### config.mk
export PLATFORM = sky130hd
export DESIGN_NAME = prot_region_regs
export DESIGN_NICKNAME = d
export VERILOG_FILES = /design/src/rtl/prr_pkg.sv /design/src/rtl/prr_cfg_bank.sv /design/src/rtl/prr_addr_bank.sv /design/src/rtl/prr_sec_reg.sv /design/src/rtl/prot_region_regs.sv
export SDC_FILE = /design/constraint.sdc
export NUM_CORES = 1
export LEC_CHECK = 0
export CAP_MARGIN = 25
export CORE_AREA = 2 2 284 286
export CTS_CLUSTER_SIZE = 16
export DETAILED_ROUTE_END_ITERATION = 6
export DIE_AREA = 0 0 286 288
export PLACE_DENSITY = 0.68
export RECOVER_POWER = 25
export SLEW_MARGIN = 20
export SYNTH_ARGS = -nofsm -noshare
export SYNTH_HDL_FRONTEND = slang
export SYNTH_HIERARCHICAL = 1
export SYNTH_SLANG_ARGS = --single-unit
### constraint.sdc
create_clock -name clk -period 4.1 [get_ports clk]
set_input_delay 0.82 -clock clk [delete_from_list [all_inputs] [get_ports clk]]
set_output_delay 0.82 -clock clk [all_outputs]
set_load 0.01 [all_outputs]
### src/rtl/prr_pkg.sv
package prr_pkg;

  localparam int CFG_W  = 8;
  localparam int BIT_R  = 0;
  localparam int BIT_W  = 1;
  localparam int BIT_X  = 2;
  localparam int BIT_L  = 7;

  localparam int SEC_LOCKDOWN  = 0;
  localparam int SEC_WHITELIST = 1;
  localparam int SEC_BYPASS    = 2;
  localparam int SEC_W         = 3;

  typedef enum logic [1:0] {
    MATCH_OFF   = 2'd0,
    MATCH_TOR   = 2'd1,
    MATCH_NA4   = 2'd2,
    MATCH_NAPOT = 2'd3
  } match_mode_e;

  typedef enum logic [1:0] {
    SEL_CFG  = 2'd0,
    SEL_ADDR = 2'd1,
    SEL_SEC  = 2'd2,
    SEL_NONE = 2'd3
  } csr_sel_e;

  function automatic match_mode_e cfg_mode(logic [CFG_W-1:0] c);
    return match_mode_e'(c[4:3]);
  endfunction

  // Acceptance of one configuration byte
  function automatic logic cfg_write_ok(logic enh, logic byp, logic lockdown,
                                        logic [CFG_W-1:0] cur,
                                        logic [CFG_W-1:0] nxt);
    logic wx_only;
    logic ok;
    wx_only = nxt[BIT_W] && nxt[BIT_X] && !nxt[BIT_R];
    if (!enh)          ok = !cur[BIT_L];
    else if (byp)      ok = 1'b1;
    else if (lockdown) ok = (nxt[BIT_L] && !nxt[BIT_X]) ||
                            (!nxt[BIT_L] && !wx_only);
    else               ok = !cur[BIT_L];
    return ok;
  endfunction

  // Acceptance of one address word
  function automatic logic addr_write_ok(logic [CFG_W-1:0] own,
                                         logic has_next,
                                         logic [CFG_W-1:0] nxt);
    logic nxt_blocks;
    nxt_blocks = has_next && nxt[BIT_L] && (cfg_mode(nxt) == MATCH_TOR);
    return !own[BIT_L] && !nxt_blocks;
  endfunction

  // Next value of the security flags on a write
  function automatic logic [SEC_W-1:0] sec_update(logic [SEC_W-1:0] cur,
                                                  logic [SEC_W-1:0] wr,
                                                  logic any_locked);
    logic [SEC_W-1:0] n;
    n[SEC_LOCKDOWN]  = cur[SEC_LOCKDOWN]  | wr[SEC_LOCKDOWN];
    n[SEC_WHITELIST] = cur[SEC_WHITELIST] | wr[SEC_WHITELIST];
    n[SEC_BYPASS]    = wr[SEC_BYPASS] & (cur[SEC_BYPASS] | !any_locked);
    return n;
  endfunction

endpackage

### src/rtl/prr_cfg_bank.sv
module prr_cfg_bank
  import prr_pkg::*;
#(
  parameter int N     = 16,
  parameter int XLEN  = 32,
  parameter int IDX_W = 6
) (
  input  logic              clk,
  input  logic              rst_n,
  input  logic              wr_en,
  input  logic [IDX_W-1:0]  wr_idx,
  input  logic [XLEN-1:0]   wr_data,
  input  logic              enhanced_en,
  input  logic              sec_bypass,
  input  logic              sec_lockdown,
  output logic [N*CFG_W-1:0] cfg_flat,
  output logic              accept_any,
  output logic              any_locked
);

  localparam int BYTES = XLEN / CFG_W;

  logic [CFG_W-1:0] cfg_r [N];
  logic [N-1:0]     acc;

  for (genvar k = 0; k < N; k++) begin : g_ent
    localparam int CSR_NUM = k / BYTES;
    localparam int LANE    = k % BYTES;
    logic [CFG_W-1:0] new_byte;
    logic             hit;

    assign new_byte = wr_data[LANE*CFG_W +: CFG_W];
    assign hit      = wr_en && (wr_idx == IDX_W'(CSR_NUM));
    assign acc[k]   = hit && cfg_write_ok(enhanced_en, sec_bypass, sec_lockdown,
                                          cfg_r[k], new_byte);

    always_ff @(posedge clk or negedge rst_n) begin
      if (!rst_n)      cfg_r[k] <= '0;
      else if (acc[k]) cfg_r[k] <= new_byte;
    end

    assign cfg_flat[k*CFG_W +: CFG_W] = cfg_r[k];

    AST_CFG_LOCK_HOLD: assert property (@(posedge clk) disable iff (!rst_n)
      (!enhanced_en && cfg_r[k][BIT_L]) |=> (cfg_r[k] == $past(cfg_r[k])));
  end

  assign accept_any = |acc;

  always_comb begin
    any_locked = 1'b0;
    for (int k = 0; k < N; k++) any_locked = any_locked | cfg_r[k][BIT_L];
  end

endmodule

### src/rtl/prr_addr_bank.sv
module prr_addr_bank
  import prr_pkg::*;
#(
  parameter int N     = 16,
  parameter int XLEN  = 32,
  parameter int IDX_W = 6
) (
  input  logic               clk,
  input  logic               rst_n,
  input  logic               wr_en,
  input  logic [IDX_W-1:0]   wr_idx,
  input  logic [XLEN-1:0]    wr_data,
  input  logic [N*CFG_W-1:0] cfg_flat,
  output logic [N*XLEN-1:0]  addr_flat,
  output logic               accept_any
);

  logic [XLEN-1:0] addr_r [N];
  logic [N-1:0]    acc;

  for (genvar k = 0; k < N; k++) begin : g_ent
    logic [CFG_W-1:0] own_cfg;
    logic [CFG_W-1:0] nxt_cfg;
    logic             has_next;

    assign own_cfg = cfg_flat[k*CFG_W +: CFG_W];
    if (k < N - 1) begin : g_nxt
      assign nxt_cfg  = cfg_flat[(k+1)*CFG_W +: CFG_W];
      assign has_next = 1'b1;
    end else begin : g_last
      assign nxt_cfg  = '0;
      assign has_next = 1'b0;
    end

    assign acc[k] = wr_en && (wr_idx == IDX_W'(k)) &&
                    addr_write_ok(own_cfg, has_next, nxt_cfg);

    always_ff @(posedge clk or negedge rst_n) begin
      if (!rst_n)      addr_r[k] <= '0;
      else if (acc[k]) addr_r[k] <= wr_data;
    end

    assign addr_flat[k*XLEN +: XLEN] = addr_r[k];

    AST_ADDR_SELF_LOCK: assert property (@(posedge clk) disable iff (!rst_n)
      own_cfg[BIT_L] |=> (addr_r[k] == $past(addr_r[k])));

    AST_ADDR_TOR_NEIGHBOUR: assert property (@(posedge clk) disable iff (!rst_n)
      (has_next && nxt_cfg[BIT_L] && nxt_cfg[4:3] == 2'd1)
        |=> (addr_r[k] == $past(addr_r[k])));
  end

  assign accept_any = |acc;

endmodule

### src/rtl/prr_sec_reg.sv
module prr_sec_reg
  import prr_pkg::*;
(
  input  logic             clk,
  input  logic             rst_n,
  input  logic             wr_en,
  input  logic [SEC_W-1:0] wr_data,
  input  logic             any_locked,
  output logic             sec_lockdown,
  output logic             sec_whitelist,
  output logic             sec_bypass
);

  logic [SEC_W-1:0] sec_r;

  always_ff @(posedge clk or negedge rst_n) begin
    if (!rst_n)     sec_r <= '0;
    else if (wr_en) sec_r <= sec_update(sec_r, wr_data, any_locked);
  end

  assign sec_lockdown  = sec_r[SEC_LOCKDOWN];
  assign sec_whitelist = sec_r[SEC_WHITELIST];
  assign sec_bypass    = sec_r[SEC_BYPASS];

  AST_LOCKDOWN_STICKY: assert property (@(posedge clk) disable iff (!rst_n)
    sec_lockdown |=> sec_lockdown);
  AST_WHITELIST_STICKY: assert property (@(posedge clk) disable iff (!rst_n)
    sec_whitelist |=> sec_whitelist);
  AST_BYPASS_BLOCKED: assert property (@(posedge clk) disable iff (!rst_n)
    (!sec_bypass && any_locked) |=> !sec_bypass);

endmodule

### src/rtl/prot_region_regs.sv
module prot_region_regs
  import prr_pkg::*;
#(
  parameter int N     = 16,
  parameter int XLEN  = 32,
  parameter int IDX_W = 6
) (
  input  logic                clk,
  input  logic                rst_n,
  input  logic                enhanced_en,
  input  logic [1:0]          csr_sel,
  input  logic [IDX_W-1:0]    csr_idx,
  input  logic [XLEN-1:0]     csr_wdata,
  input  logic                csr_we,
  output logic [XLEN-1:0]     csr_rdata,
  output logic [N*CFG_W-1:0]  cfg_flat,
  output logic [N*XLEN-1:0]   addr_flat,
  output logic                sec_lockdown,
  output logic                sec_whitelist,
  output logic                sec_bypass,
  output logic                cfg_changed
);

  localparam int BYTES = XLEN / CFG_W;

  csr_sel_e sel;
  logic     cfg_wr, addr_wr, sec_wr;
  logic     cfg_acc, addr_acc, any_locked;

  assign sel     = csr_sel_e'(csr_sel);
  assign cfg_wr  = csr_we && (sel == SEL_CFG);
  assign addr_wr = csr_we && (sel == SEL_ADDR);
  assign sec_wr  = csr_we && (sel == SEL_SEC);

  prr_cfg_bank #(.N(N), .XLEN(XLEN), .IDX_W(IDX_W)) u_cfg (
    .clk          (clk),
    .rst_n        (rst_n),
    .wr_en        (cfg_wr),
    .wr_idx       (csr_idx),
    .wr_data      (csr_wdata),
    .enhanced_en  (enhanced_en),
    .sec_bypass   (sec_bypass),
    .sec_lockdown (sec_lockdown),
    .cfg_flat     (cfg_flat),
    .accept_any   (cfg_acc),
    .any_locked   (any_locked)
  );

  prr_addr_bank #(.N(N), .XLEN(XLEN), .IDX_W(IDX_W)) u_addr (
    .clk        (clk),
    .rst_n      (rst_n),
    .wr_en      (addr_wr),
    .wr_idx     (csr_idx),
    .wr_data    (csr_wdata),
    .cfg_flat   (cfg_flat),
    .addr_flat  (addr_flat),
    .accept_any (addr_acc)
  );

  prr_sec_reg u_sec (
    .clk           (clk),
    .rst_n         (rst_n),
    .wr_en         (sec_wr),
    .wr_data       (csr_wdata[SEC_W-1:0]),
    .any_locked    (any_locked),
    .sec_lockdown  (sec_lockdown),
    .sec_whitelist (sec_whitelist),
    .sec_bypass    (sec_bypass)
  );

  always_ff @(posedge clk or negedge rst_n) begin
    if (!rst_n) cfg_changed <= 1'b0;
    else        cfg_changed <= cfg_acc | addr_acc;
  end

  always_comb begin
    csr_rdata = '0;
    unique case (sel)
      SEL_CFG: begin
        for (int k = 0; k < N; k++)
          if (csr_idx == IDX_W'(k / BYTES))
            csr_rdata[(k % BYTES)*CFG_W +: CFG_W] = cfg_flat[k*CFG_W +: CFG_W];
      end
      SEL_ADDR: begin
        for (int k = 0; k < N; k++)
          if (csr_idx == IDX_W'(k)) csr_rdata = addr_flat[k*XLEN +: XLEN];
      end
      SEL_SEC: begin
        csr_rdata[SEC_LOCKDOWN]  = sec_lockdown;
        csr_rdata[SEC_WHITELIST] = sec_whitelist;
        csr_rdata[SEC_BYPASS]    = sec_bypass;
      end
      default: csr_rdata = '0;
    endcase
  end

  AST_PULSE_NEEDS_WRITE: assert property (@(posedge clk) disable iff (!rst_n)
    cfg_changed |-> $past(csr_we));
  AST_PULSE_NOT_FROM_SEC: assert property (@(posedge clk) disable iff (!rst_n)
    cfg_changed |-> $past(csr_sel) != 2'd2);

endmodule

==> reports/results.ini <==
[status]
outcome=finished, violations left
failing_checks=DRC, capacitance limit, slew limit, setup timing

[power]
power.density_nw_per_um2=363
vdd_ir_drop_max_mv=0.300
p_leak_nw=20.0

[yosys]
synthesis.instances=2356
fraction_of_the_mapped_netlist_area_in_compound_gates_pct=12.2
syn-mean-instance-area_um2=12.7
post_synth_xor_area_fraction_pct=0
synth_top_family_by_area=multiplexers
synth_top_area_share_pct=54.0
synth_sequential_area_ratio_pct=54.0
synth_top_cell_by_area=dfrtp_1
synth.area.mux_share_pct=24.3
post_synth_fa_ha_maj_area_fraction_pct=0
synthArstFlopShare_pct=100
yosysWarnings=6
synth_area_leaders=dfrtp_1 (54%), mux2_2 (24%), a22oi_1 (3.0%), a21oi_1 (1.7%), o21ai_0 (1.3%)
synth_area_in_simple_gates_pct=6.21
dominant_synthesized_flop_cell=dfrtp_1
synth.top_cells.by_count=dfrtp_1 (644), mux2_2 (626), a22oi_1 (120)
yosys.cell_count.top_type=dfrtp_1
postSynthRegisterBits=644
netlist-cell-type-count=79
synth_enable_flop_cells=0
synth.cell_area_um2=29800
synth_nets=2400

[placement]
dpl.cell_count=4280
dpl.hpwl_um=117000
io_buffers=719
dpl_worst_slack_ps=-896
gp_routability_congestion=0.995

[detailed_routing]
drt-wirelength-per-cell_um=35.1
drtPass1Iterations=7
remaining_drc_errors=7
num_vias=27300
drtAntennaViolNets=0
routed_wl_um=156000
drt_iter0_drc=3066
viasPerCell=6.14

[critical_path]
critPathCaptureType=primary output
worstReg2RegStart=u_sec/sec_r[2]
critical_path_peak_fanout=5
critical_path_arrival_ps=3290
setup_crit_start_kind=input port
r2r.worst_path.cells=6
required_ps=3280
worst-r2r-setup-slack_ps=1370
path_class=in2out
reg_to_reg_end=cfg_changed

[die]
core_area_um2=79600
initial_core_util_pct=37.5
die_area_um2=82400
chipHeight_um=288
die_w_um=286
floorplan.io_pins=720
core.rowCount=104

[global_routing]
global_route.overflow_total=0
grt_usage_pct=36.7
antenna_found_initial=4
grt_pass1_vias=26800
grt_first_pass_wirelength_um=214000
pin_count_of_the_biggest_net_entering_global_routing=155

[sta]
rsz0062_at_grt=yes
transition_at_the_pin_with_the_smallest_max_transition_slack_ps=3220
slew_violations=51
fmax_mhz=243
whs_ps=527
setup_viol=2
layout_setup_ws_ps=-9.01
fin_skew_ps=30.9
slew_headroom_pct=-114
final.min_clock_period_ps=4110
hold_viol_final=0
timing.final.crit_share_pct=100
fin_setup_tns_ps=-12.0

[worst_hold_path]
whs_endpoint=u_addr/addr_flat[153]
min_path_cells=1
hold_path_class=reg2reg
worst_hold_startpoint=u_addr/addr_flat[153]

[run]
cap_viol_max_count=1

[layout]
post_route_cells_drive_above_1_share_pct=38.3
multi_input_area_um2=13400
filler_cell_count_in_the_final_layout=6767
post_route_core_utilization_pct=55.3
final_cell_count_no_fill=4449
area.growth.synth_to_final_pct=47.5
ff_latch_area_um2=16100
final_net_count=3373

[cts]
cts.clk_slew.worst_paths_ps=50
cts.root.buffer_cell=clkbuf_16
numCtsBuffers=72
tritoncts=done
sink_count=644
cts_hold_repair.buffers=0
clk-insertion-delay-late_ps=640
htreeDepth=3
clk_path_buf_depth=3

==> final cells by class <==
| type | count | area share [%] |
|---|---|---|
| sequential | 644 | 36.6 |
| tap | 1060 | 3.01 |
| clock buffer | 106 | 4.94 |
| timing repair buffer | 1080 | 24.2 |
| multi-input combinational | 1508 | 30.3 |
| clock inverter | 23 | 0.648 |
| inverter | 23 | 0.196 |
| antenna | 5 | 0.0284 |
==> layout by cell type (no fill, tap or decap), drive strengths merged, types with 29 or more instances in the layout <==
cell             n
clkdlybuf4s50  678
dfrtp          644
mux2           642
buf            380
a22oi          120
clkbuf         115
a21oi          104
nand2          102
o21ai           98
nor2            77
o22ai           46
nand3           39
a221oi          29
==> cell families after synthesis <==
group           after synthesis
mux                         644
simple gates                329
compound gates              535
flops                       644
buf+inv                     204
==> layer usage <==
layer / vias to the layer above / global-route usage, % / share of wire, %
li1: 10800 / - / -
met1: 14300 / 48.5 / 40
met2: 1826 / 56.9 / 45
met3: 364 / 8.87 / 9.6
met4: 0 / 17.6 / 5.5
met5: - / 0 / 0
==> how the worst max path moves through the flow <==
stage | startpoint | to | cells after the start
floorplan | csr_sel[0] | u_addr/addr_flat[417] | 11
global placement | csr_idx[5] | csr_rdata[20] | 13
detailed placement | csr_idx[5] | csr_rdata[20] | 14
CTS | csr_idx[2] | csr_rdata[20] | 12
global route | csr_idx[5] | csr_rdata[0] | 13
finish | csr_idx[4] | csr_rdata[3] | 13
==> per-stage QoR <==
| stage | total power (W) | cell area (µm²) |
|---|---|---|
| finish | 0.0160 | 44000 |
| global route | 0.0163 | 44000 |
| CTS | 0.0159 | 43900 |
| detailed placement | 0.00914 | 40700 |
| global placement | 0.00911 | 40700 |
| floorplan | 0.00764 | 29800 |
==> report_power, final <==
part / internal [W] / total (W) / switching, W
Sequential: 0.00666 / 0.00707 / 0.000407
Clock: 0.00405 / 0.00684 / 0.00279
Combinational: 0.000992 / 0.00205 / 0.00106
Total: 0.0117 / 0.0160 / 0.00425
==> worst max-delay path: stages <==
cell,delay (ps)
dlygate4sd2_1,240
buf_6,140
buf_6,120
buf_4,150
or2_1,340
nor2_4,230
buf_4,180
o211ai_1,100
o21ai_0,220
a21oi_1,110
buf_4,180
o21ai_2,180
clkdlybuf4s15_2,250
==> registers in the layout, summed over array words and instances (netlist names) <==
register          cells
u_cfg/cfg_flat      128
u_sec/sec_r           3
cfg_changed           1
u_addr/addr_flat    512
==> timing repair <==
item / CTS / global route
endpoints found under the setup margin: 32 / 32
gates resized for setup: 223 / 47
pin swaps: 44 / 31
buffers inserted: 24 / 8
gates cloned: 4 / 0
(Power assumes the default switching activity.)
